[src/rtl/pm_evt_pkg.sv]
package pm_evt_pkg;

  typedef enum logic [1:0] {
    SEL_NONE = 2'd0,
    SEL_EVT  = 2'd1,
    SEL_CTRL = 2'd2,
    SEL_TMR  = 2'd3
  } regSel_e;

  // strobes from decode to datapath
  typedef struct packed {
    logic       wrEvt;
    logic       wrCtrl;
    regSel_e    sel;
    logic [1:0] lane;
  } pmStrobe_t;

  localparam int unsigned WORD_EVT  = 0;
  localparam int unsigned WORD_CTRL = 1;
  localparam int unsigned WORD_TMR  = 2;

  localparam logic [31:0] CTRL_RESET = 32'h0000_0001;
  localparam int unsigned SUSP_BIT   = 13;
  localparam int unsigned SLP_LSB    = 10;
  localparam int unsigned SLP_W      = 3;

endpackage

[src/rtl/pm_evt_decode.sv]
module pm_evt_decode
  import pm_evt_pkg::*;
#(
  parameter int unsigned ADDR_W   = 16,
  parameter int unsigned WIN_BITS = 6
) (
  input  logic [ADDR_W-1:0] baseAddr,
  input  logic [ADDR_W-1:0] busAddr,
  input  logic              busWr,
  output pmStrobe_t         strobe
);
  localparam int unsigned IDX_W = WIN_BITS - 2;

  logic              baseValid;
  logic              inWindow;
  logic [IDX_W-1:0]  wordIdx;

  assign baseValid = |baseAddr[ADDR_W-1:WIN_BITS];
  assign inWindow  = baseValid &&
                     (busAddr[ADDR_W-1:WIN_BITS] == baseAddr[ADDR_W-1:WIN_BITS]);
  assign wordIdx   = busAddr[WIN_BITS-1:2];

  always_comb begin
    strobe      = '0;
    strobe.lane = busAddr[1:0];
    strobe.sel  = SEL_NONE;
    if (inWindow) begin
      if (wordIdx == IDX_W'(WORD_EVT))       strobe.sel = SEL_EVT;
      else if (wordIdx == IDX_W'(WORD_CTRL)) strobe.sel = SEL_CTRL;
      else if (wordIdx == IDX_W'(WORD_TMR))  strobe.sel = SEL_TMR;
    end
    strobe.wrEvt  = busWr && (strobe.sel == SEL_EVT);
    strobe.wrCtrl = busWr && (strobe.sel == SEL_CTRL);
  end

endmodule

[src/rtl/pm_evt_datapath.sv]
module pm_evt_datapath
  import pm_evt_pkg::*;
#(
  parameter int unsigned TMR_W = 24
) (
  input  logic             clk,
  input  logic             rstN,
  input  logic             tickEn,
  input  pmStrobe_t        strobe,
  input  logic [7:0]       busWdata,
  output logic [7:0]       busRdata,
  output logic             irq,
  output logic             suspendStrobe,
  output logic [SLP_W-1:0] sleepType
);
  localparam int unsigned HALF_W    = 16;
  localparam int unsigned HALF_LANE = HALF_W / 8;
  localparam int unsigned SUSP_LANE = SUSP_BIT / 8;
  localparam int unsigned SUSP_POS  = SUSP_BIT % 8;

  logic [TMR_W-1:0]  tmrCnt;
  logic [HALF_W-1:0] evtFlags, evtFlagsNext;
  logic [HALF_W-1:0] evtEnable, evtEnableNext;
  logic [31:0]       ctrlReg, ctrlNext;
  logic              rollOver;
  logic [31:0]       wordSel;

  assign rollOver = tickEn && (&tmrCnt);

  // byte-lane write rules per half of the event word, and control bytes
  always_comb begin
    evtFlagsNext  = evtFlags;
    evtEnableNext = evtEnable;
    ctrlNext      = ctrlReg;
    for (int ln = 0; ln < 4; ln++) begin
      if (strobe.lane == 2'(ln)) begin
        if (strobe.wrEvt) begin
          if (ln < HALF_LANE) evtFlagsNext[8*(ln%HALF_LANE) +: 8] =
                                evtFlags[8*(ln%HALF_LANE) +: 8] & ~busWdata;
          else                evtEnableNext[8*(ln%HALF_LANE) +: 8] = busWdata;
        end
        if (strobe.wrCtrl) ctrlNext[8*ln +: 8] = busWdata;
      end
    end
    if (rollOver) evtFlagsNext[0] = 1'b1;
    ctrlNext[SUSP_BIT] = 1'b0;
  end

  always_ff @(posedge clk) begin
    if (!rstN) begin
      tmrCnt        <= '0;
      evtFlags      <= '0;
      evtEnable     <= '0;
      ctrlReg       <= CTRL_RESET;
      suspendStrobe <= 1'b0;
    end else begin
      if (tickEn) tmrCnt <= tmrCnt + 1'b1;
      evtFlags      <= evtFlagsNext;
      evtEnable     <= evtEnableNext;
      ctrlReg       <= ctrlNext;
      suspendStrobe <= strobe.wrCtrl && (strobe.lane == 2'(SUSP_LANE)) &&
                       busWdata[SUSP_POS];
    end
  end

  always_comb begin
    case (strobe.sel)
      SEL_EVT:  wordSel = {evtEnable, evtFlags};
      SEL_CTRL: wordSel = ctrlReg;
      SEL_TMR:  wordSel = 32'(tmrCnt);
      default:  wordSel = '0;
    endcase
  end

  assign busRdata  = 8'(wordSel >> {strobe.lane, 3'b000});
  assign irq       = evtFlags[0] && evtEnable[0];
  assign sleepType = ctrlReg[SLP_LSB +: SLP_W];

endmodule

[src/rtl/pm_event_regs.sv]
module pm_event_regs
  import pm_evt_pkg::*;
#(
  parameter int unsigned ADDR_W   = 16,
  parameter int unsigned TMR_W    = 24,
  parameter int unsigned WIN_BITS = 6
) (
  input  logic              clk,
  input  logic              rstN,
  input  logic              tickEn,
  input  logic [ADDR_W-1:0] baseAddr,
  input  logic [ADDR_W-1:0] busAddr,
  input  logic              busWr,
  input  logic [7:0]        busWdata,
  output logic [7:0]        busRdata,
  output logic              irq,
  output logic              suspendStrobe,
  output logic [2:0]        sleepType
);
  pmStrobe_t strobe;

  pm_evt_decode #(.ADDR_W(ADDR_W), .WIN_BITS(WIN_BITS)) uDec (
    .baseAddr(baseAddr),
    .busAddr (busAddr),
    .busWr   (busWr),
    .strobe  (strobe)
  );

  pm_evt_datapath #(.TMR_W(TMR_W)) uDp (
    .clk          (clk),
    .rstN         (rstN),
    .tickEn       (tickEn),
    .strobe       (strobe),
    .busWdata     (busWdata),
    .busRdata     (busRdata),
    .irq          (irq),
    .suspendStrobe(suspendStrobe),
    .sleepType    (sleepType)
  );

endmodule

[config.mk]
export PLATFORM = sky130hd
export DESIGN_NAME = pm_event_regs
export DESIGN_NICKNAME = d
export VERILOG_FILES = /design/src/rtl/pm_evt_pkg.sv /design/src/rtl/pm_evt_decode.sv /design/src/rtl/pm_evt_datapath.sv /design/src/rtl/pm_event_regs.sv
export SDC_FILE = /design/constraint.sdc
export NUM_CORES = 1
export LEC_CHECK = 0
export BUFFER_PORTS_ARGS = -buffer_cell sky130_fd_sc_hd__buf_2
export CORE_UTILIZATION = 55
export CTS_BUF_LIST = sky130_fd_sc_hd__clkbuf_4 sky130_fd_sc_hd__clkbuf_8 sky130_fd_sc_hd__clkbuf_16
export DETAILED_ROUTE_END_ITERATION = 10
export PLACE_DENSITY_LB_ADDON = 0.3
export RECOVER_POWER = 100
export SYNTH_ARGS = -nofsm -noshare
export SYNTH_HDL_FRONTEND = slang
export SYNTH_SLANG_ARGS = --single-unit
[constraint.sdc]
create_clock -name clk -period 1.98 [get_ports clk]
set_input_delay 0.099 -clock clk [delete_from_list [all_inputs] [get_ports clk]]
set_output_delay 0.099 -clock clk [all_outputs]
set_load 0.01 [all_outputs]
==> results_dict.tcl <==
set metrics [dict create \
    ys_warn_count 0 \
    hold_path.class "input pin to flop" \
    finalMaxSlewViolations 0 \
    die_h_um 91.8 \
    vias_per_cell 5.78 \
    total_power_mw 3.29 \
    synthTopCellsByCount "dfxtp_1 (88), mux2i_1 (61), nor2b_1 (53), nand2_1 (46), a21oi_1 (30)" \
    clockBufferDepth 2 \
    synth_top_cell_by_area "dfxtp_1" \
    dieArea_um2 8430 \
    design.core.area_um2 7770 \
    p_per_area_nw_per_um2 652 \
    grt_overflow 0 \
    wl_um 11100 \
    setup_tns_ps 0 \
    insertion_delay_ps 360 \
    grt_use_total_pct 26.7 \
    h-tree-depth 3 \
    ys_async_sr_fraction_pct 0 \
    final_core_util_pct 65.0 \
    cp.arrival_ps 1830 \
    leakage_nw 2.03 \
    endpoint_kind "primary output" \
    n_antenna_cell 0 \
    synth_area_leaders "dfxtp_1 (40%), mux2i_1 (14%), nor2b_1 (7.5%)" \
    cts_sinks 88 \
    synth.distinct_cells 41 \
    cts_buffers 9 \
    fin_skew_ps 5.28 \
    hpwl_um 8040 \
    finalNetCount 584 \
    num_vias 3736 \
    post_cts_buffers 0 \
    synth_cells 485 \
    instances_no_fill 646 \
    routabilityCongestion 0.917 \
    first_pass_iters 4 \
    status "complete, no violations" \
    routedWlPerCell_um 17.1 \
    critPathKind "input pin to primary output" \
    synthFlopType "dfxtp_1" \
    num_io_pins 57 \
    min_period_ps 1930 \
    critical_path.startpoint_type "input pin" \
    antenna_found_initial 0 \
    die_x_um 91.8 \
    r2r_setup_slack_ps 180 \
    slew_headroom_pct 58.5 \
    netlist.area_leader.share_pct 39.7 \
    clk_pin_slew_ps 80 \
    cts_tree "yes" \
    ant_nets 0 \
    drt_iter0_drc 251 \
    syn_area_um2 4440 \
    first_global_vias 3625 \
    nFillCells 673 \
    start_util_pct 57.1 \
    io_buffers 50 \
    drive_gt1_share_pct 16.7 \
    clock.fmax_mhz 518 \
    grt_pass1_wl_um 17400 \
    cts-root-buf "clkbuf_8" \
    crit_required_ps 1880 \
    rows 32 \
    crit_fanout 6 \
    synth.most_common_cell "dfxtp_1" \
    grt_max_degree 36 \
    ys_seq_area_share_pct 39.7 \
    rsz0062_at_grt "no" \
    hold_slack_ps 44.7 \
    syn_area_per_cell_um2 9.15 \
    finalCritPeriodShare_pct 97.4 \
    route.detailed.drc 0 \
    worst_slew_pin_slew_ps 619 \
    setup_viol_count_final 0 \
    placed_cells 630 \
    syn-num-nets 530 \
    peakVddDrop_mv 0.474 \
    synth-edff-count 0 \
    drv_cap 0 \
    hold_violations 0 \
    syn2layout_area_growth_pct 13.8 \
    ys_seq_elements 88 \
]
==> power by group <==
group / internal, mW / switching, mW / total (mW) / leakage (nW)
clock network: 0.611 / 0.641 / 1.25 / 0.106
logic: 0.108 / 0.159 / 0.266 / 1.21
registers: 1.77 / 0.00278 / 1.77 / 0.709
==> critical path: stages <==
cell      delay (ps)
clkbuf_1         100
xor2_1           190
nor4_4           380
and4_4           300
nand2_2          100
or3_1            390
nand3_1          120
buf_2            140
==> sequential cells by signal (all words and copies together) (netlist names) <==
| name | flops |
|---|---|
| uDp.ctrlReg | 31 |
| uDp.tmrCnt | 24 |
| uDp.evtEnable | 16 |
| uDp.evtFlags | 16 |
| uDp.suspendStrobe | 1 |
==> area by class of cell <==
type                       instances  area, um^2  share of cell area, %
clock buffer                      10         138                   2.72
clock inverter                     6        58.8                   1.16
inverter                           1        3.75                 0.0743
multi-input combinational        360        2480                   49.1
sequential                        88        1760                   34.9
tap                              102         128                   2.53
timing repair buffer              79         482                   9.53
==> metal layers <==
| layer | GRT usage (%) | routed length [um] | vias up |
|---|---|---|---|
| met4 | 12.5 | 280 | 0 |
| met3 | 4.31 | 705 | 21 |
| met5 | 0 | 0 | - |
| li1 | - | - | 1789 |
| met2 | 44.6 | 5210 | 127 |
| met1 | 33.7 | 4870 | 1799 |
==> placed cells by master (no fill, tap or decap), drive strengths merged, types with 5 or more instances in the layout <==
cell type / synthesis / layout
a21oi: 30 / 30
a221o: 6 / 6
a22oi: 6 / 6
a32oi: 5 / 5
and2: 25 / 25
and3: 6 / 6
buf: 9 / 59
clkbuf: 27 / 27
clkinv: 0 / 5
dfxtp: 88 / 88
mux2i: 61 / 61
nand2: 46 / 46
nand3: 16 / 16
nand4: 9 / 9
nor2: 13 / 13
nor2b: 53 / 53
nor3: 10 / 10
nor4: 5 / 5
o21ai: 12 / 12
or3: 6 / 6
xnor2: 18 / 18
xor2: 15 / 15
==> stage by stage <==
stage          setup WS (ps)  area, um^2
2_1_floorplan            217        4440
3_3_place_gp            50.4        4940
3_5_place_dp            31.3        4940
4_1_cts                 15.4        5140
5_1_grt                 4.26        5050
6_report                51.0        5050
==> path summary, 6_finish.rpt <==
path	depth (start not counted)	start	endpoint
setup reg to reg	6	uDp.tmrCnt[2]	uDp.tmrCnt[17]
hold reg to reg	2	uDp.evtFlags[3]	uDp.evtFlags[3]
hold / removal	2	busWdata[5]	uDp.evtFlags[13]
setup / recovery	8	baseAddr[11]	busRdata[0]
==> kinds of logic after synthesis <==
family	count (synthesis)	share of synthesized area, %
compound gates	69	9.87
xor+xnor	33	6.51
fa+ha+maj	1	0.282
buf+inv	37	3.55
flops	88	39.7
mux	62	14.0
simple gates	195	26.1
==> repair_timing <==
item | CTS | global route
gates resized for setup | 0 | 5
endpoints found under the setup margin | 0 | 9
hold buffers | 0 | 0
No activity file was read; power rests on OpenSTA's default activity.
